$ cat src/rtl/destuff_rx_pkg.sv
package destuff_rx_pkg;
  typedef struct packed {
    logic flag;
    logic abort;
  } line_evt_t;
endpackage

$ cat src/rtl/destuff_line_scan.sv
module destuff_line_scan
  import destuff_rx_pkg::*;
#(
  parameter int unsigned STUFF_RUN = 5,
  localparam int unsigned SEG_W    = STUFF_RUN + 1,
  localparam int unsigned SEGN_W   = $clog2(SEG_W + 1),
  localparam int unsigned RUN_W    = $clog2(STUFF_RUN + 3)
) (
  input  logic              clk_i,
  input  logic              rst_ni,
  input  logic              bit_i,
  input  logic              valid_i,
  output logic              seg_push_o,
  output logic [SEGN_W-1:0] seg_n_o,
  output logic [SEG_W-1:0]  seg_bits_o,
  output line_evt_t         evt_o
);
  localparam int unsigned FLAG_RUN  = STUFF_RUN + 1;
  localparam int unsigned ABORT_RUN = STUFF_RUN + 2;

  logic [RUN_W-1:0] ones_q;
  logic             zlead_q;  // current run was opened by a zero
  logic             pend_q;   // that zero is data still awaiting the run's outcome
  logic [SEG_W-1:0] ones_vec;

  always_comb begin
    for (int i = 0; i < int'(SEG_W); i++) ones_vec[i] = (i < int'(ones_q));
  end

  always_comb begin
    seg_push_o  = 1'b0;
    seg_n_o     = '0;
    seg_bits_o  = '0;
    evt_o       = '0;
    if (valid_i) begin
      if (bit_i) begin
        evt_o.abort = (ones_q == RUN_W'(FLAG_RUN));
      end else if (ones_q == RUN_W'(FLAG_RUN)) begin
        evt_o.flag = zlead_q;
      end else if (ones_q <= RUN_W'(STUFF_RUN)) begin
        seg_n_o    = SEGN_W'(pend_q) + SEGN_W'(ones_q);
        seg_bits_o = pend_q ? {ones_vec[SEG_W-2:0], 1'b0} : ones_vec;
        seg_push_o = (seg_n_o != '0);
      end
    end
  end

  always_ff @(posedge clk_i or negedge rst_ni) begin
    if (!rst_ni) begin
      ones_q  <= '0;
      zlead_q <= 1'b0;
      pend_q  <= 1'b0;
    end else if (valid_i) begin
      if (bit_i) begin
        if (ones_q != RUN_W'(ABORT_RUN)) ones_q <= ones_q + 1'b1;
      end else begin
        ones_q  <= '0;
        zlead_q <= 1'b1;
        pend_q  <= (ones_q < RUN_W'(STUFF_RUN));
      end
    end
  end

  // a segment never carries more than one zero plus a run of at most STUFF_RUN ones
  p_seg_bound_r3: assert property (@(posedge clk_i) disable iff (!rst_ni)
    seg_push_o |-> ($countones(seg_bits_o) <= STUFF_RUN));
endmodule

$ cat src/rtl/destuff_byte_pack.sv
module destuff_byte_pack #(
  parameter int unsigned BYTE_W = 8,
  parameter int unsigned SEG_W  = 6,
  localparam int unsigned SEGN_W = $clog2(SEG_W + 1),
  localparam int unsigned CNT_W  = $clog2(BYTE_W),
  localparam int unsigned ACC_W  = BYTE_W + SEG_W,
  localparam int unsigned SUM_W  = $clog2(BYTE_W + SEG_W + 1)
) (
  input  logic              clk_i,
  input  logic              rst_ni,
  input  logic              push_i,
  input  logic [SEGN_W-1:0] n_i,
  input  logic [SEG_W-1:0]  bits_i,
  input  logic              clear_i,
  output logic              fire_o,
  output logic [BYTE_W-1:0] byte_o,
  output logic              byte_valid_o,
  output logic              any_o,
  output logic              partial_o
);
  logic [BYTE_W-1:0] acc_q;
  logic [CNT_W-1:0]  cnt_q;
  logic              any_q;
  logic [ACC_W-1:0]  wide;
  logic [SUM_W-1:0]  sum;

  always_comb begin
    wide   = ACC_W'(acc_q) | (ACC_W'(bits_i) << cnt_q);
    sum    = SUM_W'(cnt_q) + SUM_W'(n_i);
    fire_o = push_i && (sum >= SUM_W'(BYTE_W));
  end

  always_ff @(posedge clk_i or negedge rst_ni) begin
    if (!rst_ni) begin
      acc_q        <= '0;
      cnt_q        <= '0;
      any_q        <= 1'b0;
      byte_o       <= '0;
      byte_valid_o <= 1'b0;
    end else begin
      byte_valid_o <= fire_o;
      if (fire_o) byte_o <= wide[BYTE_W-1:0];
      if (clear_i) begin
        acc_q <= '0;
        cnt_q <= '0;
        any_q <= 1'b0;
      end else if (push_i) begin
        any_q <= 1'b1;
        if (fire_o) begin
          acc_q <= BYTE_W'(wide >> BYTE_W);
          cnt_q <= CNT_W'(sum - SUM_W'(BYTE_W));
        end else begin
          acc_q <= wide[BYTE_W-1:0];
          cnt_q <= CNT_W'(sum);
        end
      end
    end
  end

  assign any_o     = any_q;
  assign partial_o = (cnt_q != '0);

  // a clear always restarts byte alignment at bit 0
  p_align_on_clear_r5: assert property (@(posedge clk_i) disable iff (!rst_ni)
    clear_i |=> !partial_o && !any_o);
endmodule

$ cat src/rtl/destuff_frame_ctl.sv
module destuff_frame_ctl
  import destuff_rx_pkg::*;
(
  input  logic      clk_i,
  input  logic      rst_ni,
  input  line_evt_t evt_i,
  input  logic      fire_i,
  input  logic      any_i,
  input  logic      partial_i,
  output logic      open_o,
  output logic      sof_o,
  output logic      eof_o,
  output logic      abort_o,
  output logic      residue_o
);
  logic open_q, first_q;
  logic close_ev;

  assign close_ev = evt_i.flag && open_q && any_i;

  always_ff @(posedge clk_i or negedge rst_ni) begin
    if (!rst_ni) begin
      open_q    <= 1'b0;
      first_q   <= 1'b0;
      sof_o     <= 1'b0;
      eof_o     <= 1'b0;
      abort_o   <= 1'b0;
      residue_o <= 1'b0;
    end else begin
      sof_o     <= fire_i && first_q;
      eof_o     <= close_ev;
      residue_o <= close_ev && partial_i;
      abort_o   <= evt_i.abort && open_q;
      if (evt_i.flag)       open_q <= 1'b1;
      else if (evt_i.abort) open_q <= 1'b0;
      if (evt_i.flag)       first_q <= 1'b1;
      else if (fire_i)      first_q <= 1'b0;
    end
  end

  assign open_o = open_q;

  // bytes are only assembled inside an open frame
  p_fire_in_frame_r2: assert property (@(posedge clk_i) disable iff (!rst_ni)
    fire_i |-> open_q);
endmodule

$ cat src/rtl/destuff_rx.sv
module destuff_rx
  import destuff_rx_pkg::*;
#(
  parameter int unsigned BYTE_W    = 8,
  parameter int unsigned STUFF_RUN = 5
) (
  input  logic              clk_i,
  input  logic              rst_ni,
  input  logic              bit_i,
  input  logic              bit_valid_i,
  output logic [BYTE_W-1:0] byte_o,
  output logic              byte_valid_o,
  output logic              sof_o,
  output logic              eof_o,
  output logic              abort_o,
  output logic              residue_err_o
);
  localparam int unsigned SEG_W  = STUFF_RUN + 1;
  localparam int unsigned SEGN_W = $clog2(SEG_W + 1);

  logic              seg_push;
  logic [SEGN_W-1:0] seg_n;
  logic [SEG_W-1:0]  seg_bits;
  line_evt_t         evt;
  logic              open, fire, any, partial;

  destuff_line_scan #(.STUFF_RUN(STUFF_RUN)) i_scan (
    .clk_i, .rst_ni, .bit_i, .valid_i(bit_valid_i),
    .seg_push_o(seg_push), .seg_n_o(seg_n), .seg_bits_o(seg_bits), .evt_o(evt)
  );

  destuff_byte_pack #(.BYTE_W(BYTE_W), .SEG_W(SEG_W)) i_pack (
    .clk_i, .rst_ni,
    .push_i(seg_push && open), .n_i(seg_n), .bits_i(seg_bits), .clear_i(evt.flag),
    .fire_o(fire), .byte_o, .byte_valid_o, .any_o(any), .partial_o(partial)
  );

  destuff_frame_ctl i_ctl (
    .clk_i, .rst_ni, .evt_i(evt), .fire_i(fire), .any_i(any), .partial_i(partial),
    .open_o(open), .sof_o, .eof_o, .abort_o, .residue_o(residue_err_o)
  );

  p_sof_with_byte_r9: assert property (@(posedge clk_i) disable iff (!rst_ni)
    sof_o |-> byte_valid_o);
  p_residue_at_eof_r8: assert property (@(posedge clk_i) disable iff (!rst_ni)
    residue_err_o |-> eof_o);
  p_eof_abort_excl_r6: assert property (@(posedge clk_i) disable iff (!rst_ni)
    !(eof_o && abort_o));
  p_quiet_after_abort_r4: assert property (@(posedge clk_i) disable iff (!rst_ni)
    abort_o |=> !byte_valid_o);
  p_gap_quiet_r10: assert property (@(posedge clk_i) disable iff (!rst_ni)
    !$past(bit_valid_i) |-> !(byte_valid_o || eof_o || abort_o));
endmodule

$ cat config.mk
export PLATFORM = sky130hd
export DESIGN_NAME = destuff_rx
export DESIGN_NICKNAME = d
export VERILOG_FILES = /design/src/rtl/destuff_rx_pkg.sv /design/src/rtl/destuff_line_scan.sv /design/src/rtl/destuff_byte_pack.sv /design/src/rtl/destuff_frame_ctl.sv /design/src/rtl/destuff_rx.sv
export SDC_FILE = /design/constraint.sdc
export NUM_CORES = 1
export LEC_CHECK = 0
export CAP_MARGIN = 5
export CORE_MARGIN = 2
export CORE_UTILIZATION = 30
export DETAILED_ROUTE_END_ITERATION = 8
export PLACE_DENSITY = 0.57
export SYNTH_ARGS = -nofsm -noshare
export SYNTH_HDL_FRONTEND = slang
export SYNTH_SLANG_ARGS = --single-unit
$ cat constraint.sdc
create_clock -name clk_i -period 3.08 [get_ports clk_i]
set_clock_uncertainty 0.15 [all_clocks]
set_input_delay 0.616 -clock clk_i [delete_from_list [all_inputs] [get_ports clk_i]]
set_output_delay 0.616 -clock clk_i [all_outputs]
set_load 0.1 [all_outputs]
=== After elaboration in Yosys (flattened, before gate mapping) ===
Cells that the tools add are included.

* Flip-flop bits (word level): 32
* Latch bits: 0
* RAM bits: 0
* Bits in read-only memories: 0
* Input bits: 4
* Output and inout port bits: 13
* Logic and storage cells: 78
* Memories kept: 0

* Add/sub/neg operators: 4
* Multipliers: 0
* Div/mod/pow operators: 0
* Order comparisons: 9
* Eq/ne operators: 3
* Shifts and indexed selects: 1
* Mux-type cells: 31
* Bitwise operators: 2
* Reductions and logical operators: 14

{| class="wikitable"
|+ Operator list
! cell !! count
|-
| 2-to-1 mux 6 bit || 5
|-
| 2-to-1 mux 3 bit || 9
|-
| 2-to-1 mux 8 bit || 3
|-
| bitwise OR 8 x 14 -> 14 bit || 1
|-
| << shifter 6 x 3 -> 14 bit || 1
|-
| 2-to-1 mux 1 bit || 13
|-
| logical AND 1 bit || 7
|-
| < comparator 1 x 3 -> 1 bit (first input constant) || 2
|-
| < comparator 2 x 3 -> 1 bit (first input constant) || 2
|-
| < comparator 3 bit (first input constant) || 2
|-
| nonzero test 2 bit || 3
|-
| nonzero test 3 bit || 2
|-
| adder 3 x 3 -> 4 bit || 1
|-
| greater-or-equal comparator 4 bit (second input constant) || 1
|-
| AND reduction 2 bit || 2
|-
| adder 1 x 3 -> 3 bit || 1
|-
| adder 3 x 1 -> 3 bit (second input constant) || 1
|-
| == test 3 bit (second input constant) || 1
|-
| <= comparator 3 bit (second input constant) || 1
|-
| < comparator 3 bit (second input constant) || 1
|-
| != test 3 bit (second input constant) || 1
|-
| subtractor 3 x 1 -> 3 bit (second input constant) || 1
|-
| 2-to-1 mux 2 bit || 1
|-
| != test 2 x 1 -> 1 bit (second input constant) || 1
|-
| NOT 1 bit || 1
|}

=== Depth between registers and ports, before layout ===
Gate-level depths: netlist (run 1).

* Depth after elaboration: 11
* Depth in mapped cells: 16
* Depth with buffers taken out: 13

=== Cells and area by module ===
A second synthesis (run 1) with hierarchy kept.

* Cells, all modules: 190
* Area total of the unflattened synthesis: 1870.5 sq um

{| class="wikitable"
|+ By module, submodules not included
! module !! instances !! cells each !! area an instance (sq um) !! seq. area each (sq um)
|-
| destuff_byte_pack || 1 || 121 || 1204.9 || 525.5
|-
| destuff_line_scan || 1 || 54 || 461.7 || 125.1
|-
| destuff_frame_ctl || 1 || 14 || 197.7 || 150.1
|-
| destuff_rx || 1 || 1 || 6.3 || 0.0
|}

=== Least setup slack after synthesis (run 1) ===
No wires, ideal clock.

* Kind: register to register
* Start: register i_scan.ones_q[0]
* End: register i_pack.acc_q[2]
* Library setup time: 126 ps
* Arrival: 2512 ps
* Required time: 2804 ps
* Setup slack: 292 ps
* Cell stages (with the launch flop): 16
* Buffers on the path: 2
* Period minus slack after synthesis: 2788 ps
* Cells stage by stage: dfrtp_1 buf_4 inv_1 ha_1 o21ai_2 and2_4 buf_6 nand2_1 inv_1 ha_1 nand3_1 nand2_1 nand2_4 inv_4 and4_1 a221o_1

* Cells in the longest elaborated chain, start to end: 11
* Elaborated cells on any way between the ends: 36
* Those cells by class: add/sub (2); order compare (8); eq/ne (1); shift (1); mux (19); bitwise (1); reduce/logical (4)

{| class="wikitable"
|+ RTL lines
! what !! RTL line !! source
|-
| start, declared || destuff_line_scan.sv:21 || <nowiki>logic [RUN_W-1:0] ones_q;</nowiki>
|-
| start signal, assigned || destuff_line_scan.sv:55 || <nowiki>if (ones_q != RUN_W'(ABORT_RUN)) ones_q <= ones_q + 1'b1;</nowiki>
|-
| adder 1 x 3 -> 3 bit (tied with other cells) || destuff_line_scan.sv:41 || <nowiki>seg_n_o = SEGN_W'(pend_q) + SEGN_W'(ones_q);</nowiki>
|-
| 2-to-1 mux 3 bit (tied with other cells) || destuff_line_scan.sv:40 || <nowiki>end else if (ones_q <= RUN_W'(STUFF_RUN)) begin</nowiki>
|-
| 2-to-1 mux 3 bit (tied with other cells) || destuff_line_scan.sv:38 || <nowiki>end else if (ones_q == RUN_W'(FLAG_RUN)) begin</nowiki>
|-
| 2-to-1 mux 3 bit (tied with other cells) || destuff_line_scan.sv:36 || <nowiki>if (bit_i) begin</nowiki>
|-
| 2-to-1 mux 3 bit (tied with other cells) || destuff_line_scan.sv:35 || <nowiki>if (valid_i) begin</nowiki>
|-
| adder 3 x 3 -> 4 bit (tied with other cells) || destuff_byte_pack.sv:29 || <nowiki>sum = SUM_W'(cnt_q) + SUM_W'(n_i);</nowiki>
|-
| greater-or-equal comparator 4 bit (tied with other cells) || destuff_byte_pack.sv:30 || <nowiki>fire_o = push_i && (sum >= SUM_W'(BYTE_W));</nowiki>
|-
| logical AND 1 bit or bitwise OR 8 x 14 -> 14 bit (tied branches) || destuff_byte_pack.sv:30, destuff_byte_pack.sv:28 ||
|-
| 2-to-1 mux 8 bit || destuff_byte_pack.sv:49 || <nowiki>if (fire_o) begin</nowiki>
|-
| 2-to-1 mux 8 bit || destuff_byte_pack.sv:47 || <nowiki>end else if (push_i) begin</nowiki>
|-
| 2-to-1 mux 8 bit || destuff_byte_pack.sv:43 || <nowiki>if (clear_i) begin</nowiki>
|-
| end signal, assigned || destuff_byte_pack.sv:50 || <nowiki>acc_q <= BYTE_W'(wide >> BYTE_W);</nowiki>
|-
| end signal, assigned || destuff_byte_pack.sv:53 || <nowiki>acc_q <= wide[BYTE_W-1:0];</nowiki>
|-
| end, declared || destuff_byte_pack.sv:21 || <nowiki>logic [BYTE_W-1:0] acc_q;</nowiki>
|}

Parallel ways exist; a longest one is shown, timed or not. The select of a mux whose other input is x is not followed.
A chain may end at the register's enable or synchronous reset.

=== Worst setup path after layout (run 1) ===
* Start: register i_scan.pend_q
* End: register i_pack.acc_q[2]

* Cells in the longest elaborated chain, start to end: 11
* Elaborated cells on any way between the ends: 25
* Those cells by class: add/sub (2); order compare (1); shift (1); mux (16); bitwise (1); reduce/logical (4)

{| class="wikitable"
|+ RTL lines
! what !! RTL line !! source
|-
| start, declared || destuff_line_scan.sv:23 || <nowiki>logic pend_q;</nowiki>
|-
| start signal, assigned || destuff_line_scan.sv:59 || <nowiki>pend_q <= (ones_q < RUN_W'(STUFF_RUN));</nowiki>
|-
| adder 1 x 3 -> 3 bit || destuff_line_scan.sv:41 ||
|-
| 2-to-1 mux 3 bit or nonzero test 3 bit (tied branches) || destuff_line_scan.sv:40, destuff_line_scan.sv:43 ||
|-
| 2-to-1 mux 3 bit or 2-to-1 mux 1 bit (tied branches) || destuff_line_scan.sv:38, destuff_line_scan.sv:40 ||
|-
| 2-to-1 mux 3 bit or 2-to-1 mux 1 bit (tied branches) || destuff_line_scan.sv:36, destuff_line_scan.sv:38 ||
|-
| 2-to-1 mux 3 bit or 2-to-1 mux 1 bit (tied branches) || destuff_line_scan.sv:35, destuff_line_scan.sv:36 ||
|-
| adder 3 x 3 -> 4 bit or 2-to-1 mux 1 bit (tied branches) || destuff_byte_pack.sv:29, destuff_line_scan.sv:35 ||
|-
| greater-or-equal comparator 4 bit or logical AND 1 bit (tied branches) || destuff_byte_pack.sv:30, destuff_rx.sv:34 ||
|-
| logical AND 1 bit || destuff_byte_pack.sv:30 ||
|-
| 2-to-1 mux 8 bit || destuff_byte_pack.sv:49 ||
|-
| 2-to-1 mux 8 bit || destuff_byte_pack.sv:47 ||
|-
| 2-to-1 mux 8 bit || destuff_byte_pack.sv:43 ||
|}

Parallel ways exist; a longest one is shown, timed or not. The select of a mux whose other input is x is not followed.

==> results_dict.tcl, run 1 <==
set metrics [dict create \
    slew_headroom_pct 49.94 \
    numPortBuffers 16 \
    power_density_nw_per_um2 626.1 \
    yosys-top-cells-area "dfrtp_1 (40%), ha_1 (5.0%), nor2_1 (3.4%)" \
    area_delta_synth_final_pct 17.43 \
    via_per_inst 5.440 \
    overflow 0 \
    ctsLongestPathBuffers 2 \
    wl_per_cell_um 15.09 \
    drive_gt1_share_pct 24.00 \
    diodes 0 \
    h-tree-depth 2 \
    grt_start_max_net_pins 33 \
    cts_root_buf "clkbuf_8" \
    setup_viol 0 \
    gp_congestion 0.9205 \
    synth_area_per_cell_um2 9.917 \
    postLayoutCellArea_um2 2352 \
    power_frac_clock_pct 29.8 \
    hold_path.class "register to register" \
    r2r_setup_slack_ns 0.33 \
    seq_area_frac_synth_pct 39.98 \
    critPathCaptureType "register" \
    crit_type "register to register" \
    via_count 1643 \
    io_pins 17 \
    num_rows 29 \
    post_cts_resized 0 \
    post-place-ws_ns 0.06274 \
    post-route-period-util_pct 89.29 \
    cp.arrival_ns 2.77 \
    reg2reg_to "i_pack.acc_q[2]$_DFFE_PN0P_" \
    grt_pass1_vias 1536 \
    post_dp_cell_area_um2 2226 \
    hp-start "i_ctl.first_q$_DFFE_PN0P_" \
    hold_buffers 0 \
    power.total_uw 1473 \
    rr_worst_depth 11 \
    drtPass1Iterations 4 \
    drv_slew 0 \
    cts.sinks 32 \
    fp.dieH_um 85.72 \
    cts_buffers 5 \
    sw_frac_of_total_pct 35.00 \
    antenna_found_initial 0 \
    start_util_pct 31.37 \
    coreArea_um2 6386 \
    syn_nets 215 \
    die_w_um 85.72 \
    yosys_register_bits 32 \
    switchingPower_uw 515.4 \
    crit_fanout 8 \
    setup_slack_ns 0.3297 \
    synth_top_cell_area_share_pct 39.98 \
    holdPathEnd "i_ctl.first_q$_DFFE_PN0P_" \
    cap_violations 0 \
    track_usage_pct 13.38 \
    vdd_drop_max_mv 0.2673 \
    drc_errors 0 \
    insertion_delay_ns 0.28 \
    rsz0062_at_grt "false" \
    grt_pass1_wl_mm 7.776 \
    holdPathStages 1 \
    tns_ns 0 \
    internal-power_uw 957.3 \
    status "complete, no violations" \
    start_kind "register" \
    synth.distinct_cells 63 \
    fin_crit_ns 2.750 \
    synth_top_area_cell "dfrtp_1" \
    p_leak_uw 0.001069 \
    reg2reg_from "i_scan.pend_q$_DFFE_PN0P_" \
    cts.clk_slew.worst_paths_ns 0.07 \
    antenna_left 0 \
    synthArstFlopShare_pct 100.0 \
    pwr-share-comb_pct 30.5 \
    post_cts_buffers 0 \
    ys_warn_count 0 \
    dp_hpwl_mm 3.443 \
    synth_ff_type "dfrtp_1" \
    p_seq_share_pct 39.7 \
    drtIter0Drc 177 \
    dieArea_um2 7347 \
    routed_wirelength_mm 4.557 \
    syn_inst 202 \
    syn-cell-area_um2 2003 \
    hold_viol 0 \
    cts_tree "done" \
    crit_required_ns 3.09 \
    layout_common_cells "dfrtp_1 (32), buf_4 (26), nor2_1 (18), nand2_1 (16), inv_1 (9)" \
    final_nets 237 \
    finish.utilization_pct 36.83 \
    max_freq_ghz 0.3636 \
    worst_pin_slew_ns 0.7509 \
    mostFrequentLayoutCell "dfrtp_1" \
    synth_edf_count 0 \
]
## synthesized netlist by cell type, drive strengths merged (2+ instances only)
library cell,n
a211oi,3
a21o,2
a21oi,8
a22o,4
a31oi,5
and2,5
and3,6
and4,2
buf,13
dfrtp,32
ha,8
inv,10
mux2,4
nand2,18
nand2b,2
nand3,6
nand4,4
nor2,19
o21a,2
o21ai,11
o22ai,2
o31a,2
o31ai,2
o41ai,2
or3,2
## worst max-delay path, stage by stage (launching register included)
cell and delay [ns]:
dfrtp_1 0.38, ha_1 0.20, ha_1 0.18, xor2_1 0.26, and3_1 0.20, ha_1 0.26
a21oi_1 0.19, nand2_1 0.18, nand2_4 0.13, inv_4 0.07, and4_1 0.17, a221o_1 0.26
## metal layers
metal | up-vias | routed length [um] | track usage [%]
met5 | - | 0 | 0
met4 | 0 | 70 | 3.896
met3 | 8 | 260 | 2.984
met2 | 46 | 2045 | 20.45
met1 | 798 | 2180 | 18.99
li1 | 791 | - | -
## per-stage QoR
| stage | std cells | hold WS (ns) |
|---|---|---|
| after floorplan | 202 | 0.1704 |
| after global placement | 294 | 0.3220 |
| after detailed placement | 294 | 0.3093 |
| after CTS | 302 | 0.3247 |
| after global routing | 302 | 0.3519 |
| final | 302 | 0.3215 |
## layout make-up
cell class	count	area (um^2)
Inverter	10	40.04
Sequential cell	32	800.8
Timing Repair Buffer	29	225.2
Multi-Input combinational cell	146	1064
Fill cell	675	4034
Clock buffer	7	96.34
Tap cell	77	96.34
Clock inverter	1	30.03
## registers in the layout (all words and copies together) (netlist names), 3 cells and up
signal / cells
i_pack.acc_q: 8
i_pack.byte_o: 8
i_pack.cnt_q: 3
i_scan.ones_q: 3
## power groups by stage
stage | logic [uW] | clock network (uW) | registers, uW
5_1_grt | 498 | 475 | 599
3_5_place_dp | 449 | 0 | 591
6_report | 449 | 439 | 585
2_1_floorplan | 397 | 0 | 527
3_3_place_gp | 446 | 0 | 591
4_1_cts | 451 | 453 | 582
## worst max-delay path by stage
stage / start / endpoint / slack (ns) / cells after the start
2_1_floorplan: i_scan.ones_q[0]$_DFFE_PN0P_ / i_pack.acc_q[2]$_DFFE_PN0P_ / 0.29 / 15
3_3_place_gp: bit_valid_i / i_pack.acc_q[0]$_DFFE_PN0P_ / 0.12 / 9
3_5_place_dp: bit_valid_i / i_pack.acc_q[2]$_DFFE_PN0P_ / 0.06 / 10
4_1_cts: i_scan.pend_q$_DFFE_PN0P_ / i_pack.acc_q[2]$_DFFE_PN0P_ / 0.31 / 11
5_1_grt: i_scan.pend_q$_DFFE_PN0P_ / i_pack.acc_q[2]$_DFFE_PN0P_ / 0.14 / 11
6_report: i_scan.pend_q$_DFFE_PN0P_ / i_pack.acc_q[2]$_DFFE_PN0P_ / 0.33 / 11
## logic make-up after synthesis
logic type	after synthesis	share of synthesized area [%]
and+or+nand+nor	69	18.24
adders and majority gates	10	6.496
xor gates and xnor gates	2	0.8746
buffers and inverters	24	6.933
AOI/OAI and AO/OA	61	25.23
muxes	4	2.248
DFF	32	39.98
Power figures use the tool's default switching activity.
==> run 2: changes to the inputs <==
Settings changed: PLACE_DENSITY 0.57 to unset, REMOVE_ABC_BUFFERS set to 1.
==> run 2 against run 1 <==
Utilization is 0.12 points lower. Via count is 1.9% lower. Power is 0.14% higher. Non-clock buffer count is 1 lower. Sequential power hardly changed. Worst setup slack worse by 0.095 ns. Highest routed layer unchanged.
==> results_dict.tcl, run 2 (synthesis results as in run 1) <==
set metrics [dict create \
    hold_path.class "register to register" \
    vdd_drop_max_mv 0.2607 \
    gp_congestion 0.9202 \
    track_usage_pct 12.67 \
    via_count 1612 \
    hold_viol 0 \
    ctsLongestPathBuffers 2 \
    r2r_setup_slack_ns 0.23 \
    cts.clk_slew.worst_paths_ns 0.07 \
    cts.sinks 32 \
    cap_violations 0 \
    p_leak_uw 0.001065 \
    rr_worst_depth 11 \
    worst_pin_slew_ns 0.7291 \
    setup_viol 0 \
    final_nets 236 \
    routed_wirelength_mm 4.475 \
    antenna_found_initial 0 \
    overflow 0 \
    numPortBuffers 16 \
    critPathCaptureType "register" \
    mostFrequentLayoutCell "dfrtp_1" \
    fp.dieH_um 85.72 \
    num_rows 29 \
    fin_crit_ns 2.845 \
    post-route-period-util_pct 92.38 \
    power_density_nw_per_um2 629.0 \
    cts_buffers 5 \
    crit_required_ns 3.11 \
    h-tree-depth 2 \
    grt_pass1_wl_mm 7.245 \
    rsz0062_at_grt "false" \
    start_kind "register" \
    insertion_delay_ns 0.29 \
    cts_root_buf "clkbuf_8" \
    holdPathStages 1 \
    post_cts_buffers 0 \
    drtIter0Drc 110 \
    hold_buffers 0 \
    status "complete, no violations" \
    num-fill-cells 660 \
    cp.arrival_ns 2.87 \
    coreArea_um2 6386 \
    grt_start_max_net_pins 33 \
    setup_slack_ns 0.2346 \
    reg2reg_to "i_pack.acc_q[2]$_DFFE_PN0P_" \
    layout_common_cells "dfrtp_1 (32), buf_4 (25), nor2_1 (18), nand2_1 (16), inv_1 (9)" \
    area_delta_synth_final_pct 17.05 \
    dp_hpwl_mm 3.289 \
    reg_top3 "i_pack.acc_q (8), i_pack.byte_o (8)" \
    die_w_um 85.72 \
    drtPass1Iterations 5 \
    diodes 0 \
    reg2reg_from "i_scan.ones_q[0]$_DFFE_PN0P_" \
    slew_headroom_pct 51.39 \
    crit_start "i_scan.ones_q[0]$_DFFE_PN0P_" \
    grt_pass1_vias 1389 \
    max_freq_ghz 0.3514 \
    post-place-ws_ns 0.06315 \
    drive_gt1_share_pct 23.66 \
    crit_type "register to register" \
    drv_slew 0 \
    post_cts_resized 0 \
    start_util_pct 31.37 \
    hp-start "i_ctl.first_q$_DFFE_PN0P_" \
    via_per_inst 5.355 \
    cts_tree "done" \
    drc_errors 0 \
    crit_fanout 10 \
    io_pins 17 \
    tns_ns 0 \
    worstSetupEndpoint "i_pack.acc_q[2]$_DFFE_PN0P_" \
    wl_per_cell_um 14.87 \
    antenna_left 0 \
    dieArea_um2 7347 \
]
-- run 2: cell types whose count changed in the layout (fill, tap and decap cells not counted) --
cell / previous run / this run
buf_4: 26 / 25
-- run 2: how the worst min path moves through the flow --
stage / endpoint / slack [ns]
2_1_floorplan: i_ctl.abort_o$_DFF_PN0_ / 0.17
3_3_place_gp: i_ctl.first_q$_DFFE_PN0P_ / 0.32
3_5_place_dp: i_ctl.first_q$_DFFE_PN0P_ / 0.31
4_1_cts: i_ctl.first_q$_DFFE_PN0P_ / 0.32
5_1_grt: i_ctl.first_q$_DFFE_PN0P_ / 0.35
6_report: i_ctl.first_q$_DFFE_PN0P_ / 0.32
-- run 2: metrics by stage --
step	hold WS (ns)	area (um^2)	instances	utilization [%]	power [uW]
finish	0.3192	2345	301	36.72	1475
global route	0.3504	2345	301	36.72	1567
CTS	0.3242	2345	301	36.72	1488
detailed placement	0.3078	2218	293	34.74	1030
global placement	0.3169	2218	293	34.74	1030
floorplan	0.1704	1904	188	-	895.4
-- run 2: critical path, cell delays in order, from the launching register on --
cell	delay [ns]
dfrtp_1	0.43
inv_1	0.06
ha_1	0.23
o21ai_2	0.36
and3_1	0.23
ha_1	0.27
a21oi_1	0.19
nand2_1	0.18
nand2_4	0.13
inv_4	0.07
and4_1	0.17
a221o_1	0.25
-- run 2: area by class of cell --
type / instances / area, um^2 / share of cell area [%]
Tap cell: 77 / 96.34 / 4.109
Timing Repair Buffer: 28 / 217.7 / 9.285
Clock buffer: 7 / 96.34 / 4.109
Sequential cell: 32 / 800.8 / 34.15
Clock inverter: 1 / 30.03 / 1.281
Multi-Input combinational cell: 146 / 1064 / 45.36
Inverter: 10 / 40.04 / 1.708
-- run 2: per-layer routing --
metal | up-vias | GRT usage, % | share of wire, %
met3 | 6 | 3.465 | 6.2
met2 | 53 | 18.75 | 45
met1 | 757 | 17.73 | 48
met5 | - | 0 | 0
met4 | 0 | 4.618 | 1.3
li1 | 796 | - | -
-- run 2: power breakdown --
group	switching, uW	internal, uW
clock network	163	285
registers	108	475
logic	248	195
==> run 3: changes to the inputs <==
Clock period 3.08 ns to 3.2 ns, I/O delays scaled along.
==> run 3 against run 2 <==
Register-to-register slack gained 0.12 ns. Sequential cell count stayed put. Clock power fell by 34%. Largest cell class unchanged. Highest routed layer unchanged.
==> results_dict.tcl, run 3 (synthesis results as in run 1) <==
set metrics [dict create \
    status "complete, no violations" \
    drive_gt1_share_pct 23.56 \
    post-place-ws_ns 0.1587 \
    track_usage_pct 13.84 \
    grt_pass1_vias 1556 \
    cts.clk_slew.worst_paths_ns 0.07 \
    via_count 1586 \
    cts_tree "done" \
    num-fill-cells 668 \
    layout_common_cells "dfrtp_1 (32), buf_4 (27), nor2_1 (18), nand2_1 (16), inv_1 (9)" \
    slew_headroom_pct 64.78 \
    antenna_left 0 \
    p_leak_uw 0.001051 \
    setup_slack_ns 0.3551 \
    crit_required_ns 3.22 \
    post-route-period-util_pct 88.90 \
    start_util_pct 31.37 \
    fin_crit_ns 2.845 \
    cts.sinks 32 \
    overflow 0 \
    cp.arrival_ns 2.86 \
    reg_top3 "i_pack.acc_q (8), i_pack.byte_o (8)" \
    setup_viol 0 \
    numPortBuffers 16 \
    insertion_delay_ns 0.29 \
    worst_pin_slew_ns 0.5263 \
    coreArea_um2 6386 \
    cts_buffers 5 \
    final_nets 238 \
    die_w_um 85.72 \
    drtPass1Iterations 4 \
    drv_slew 0 \
    critPathCaptureType "register" \
    hold_buffers 0 \
    dieArea_um2 7347 \
    crit_type "register to register" \
    area_delta_synth_final_pct 15.37 \
    cts_root_buf "clkbuf_8" \
    rsz0062_at_grt "false" \
    grt_start_max_net_pins 33 \
    grt_pass1_wl_mm 8.086 \
    power_density_nw_per_um2 563.7 \
    hold_path.class "register to register" \
    vdd_drop_max_mv 0.1755 \
    post_cts_buffers 0 \
    dp_hpwl_mm 3.369 \
    max_freq_ghz 0.3515 \
    mostFrequentLayoutCell "dfrtp_1" \
    finish.utilization_pct 36.19 \
    post_dp_cell_area_um2 2233 \
    antenna_found_initial 0 \
    h-tree-depth 2 \
    crit_fanout 17 \
    wl_per_cell_um 15.34 \
    drtIter0Drc 135 \
    diodes 0 \
    ctsLongestPathBuffers 2 \
    num_rows 29 \
    postLayoutCellArea_um2 2311 \
    routed_wirelength_mm 4.634 \
    fp.dieH_um 85.72 \
    via_per_inst 5.252 \
    io_pins 17 \
    fin_hold_ws_ns 0.3254 \
    start_kind "register" \
    tns_ns 0 \
    gp_congestion 0.9046 \
    hold_viol 0 \
    cap_violations 0 \
    post_cts_resized 0 \
    drc_errors 0 \
]
run 3: cell count changes in the layout (fill, tap and decap cells not counted), sizes merged:
cell	previous run	this run
clkinv	0	1
clkbuf	7	6
bufinv	1	0
buf	25	27
run 3: path summary, 6_finish.rpt:
check	to	slack, ns	start	cells past startpoint
worst min-delay path	i_ctl.first_q$_DFFE_PN0P_	0.33	i_ctl.first_q$_DFFE_PN0P_	1
worst min register to register	i_ctl.first_q$_DFFE_PN0P_	0.33	i_ctl.first_q$_DFFE_PN0P_	1
worst max register to register	i_pack.acc_q[2]$_DFFE_PN0P_	0.36	i_scan.ones_q[0]$_DFFE_PN0P_	11
min in group asynchronous	i_pack.cnt_q[1]$_DFFE_PN0P_	0.61	rst_ni	2
worst max-delay path	i_pack.acc_q[2]$_DFFE_PN0P_	0.36	i_scan.ones_q[0]$_DFFE_PN0P_	11
max in group asynchronous	i_pack.acc_q[2]$_DFFE_PN0P_	1.99	rst_ni	2
run 3: final cells by class:
cell class | instances | area (um^2) | share of cell area, %
clock buffers | 6 | 72.57 | 3.140
inverters | 10 | 40.04 | 1.733
well taps | 77 | 96.34 | 4.169
multi-input cells | 146 | 1064 | 46.02
repair buffers | 30 | 232.7 | 10.07
flip-flops and latches | 32 | 800.8 | 34.65
clock inverters | 1 | 5.005 | 0.2166
run 3: stage by stage:
stage	instances	total power (uW)
final	302	1303
after global routing	302	1399
after CTS	302	1315
after detailed placement	295	1008
after global placement	295	1000
after floorplan	188	861.8
run 3: critical path, cell delays in order, from the launching register on:
cell,delay (ns)
dfrtp_1,0.44
ha_1,0.20
ha_1,0.18
xor2_1,0.27
and3_1,0.21
ha_1,0.26
a21oi_1,0.18
nand2_1,0.18
nand2_4,0.13
inv_4,0.09
and4_1,0.18
a221o_1,0.26
run 3: where the power goes:
| group | switching, uW | internal (uW) | total, uW |
|---|---|---|---|
| sequential | 77.6 | 459 | 536 |
| combinational | 272 | 197 | 469 |
| clock | 150 | 148 | 298 |
run 3: per-layer routing:
layer,track usage [%],share of wire (%),vias up
met5,0,0,-
met4,4.473,1.2,0
met2,20.45,44,40
met1,20.00,49,748
met3,3.176,5.4,6
li1,-,-,792
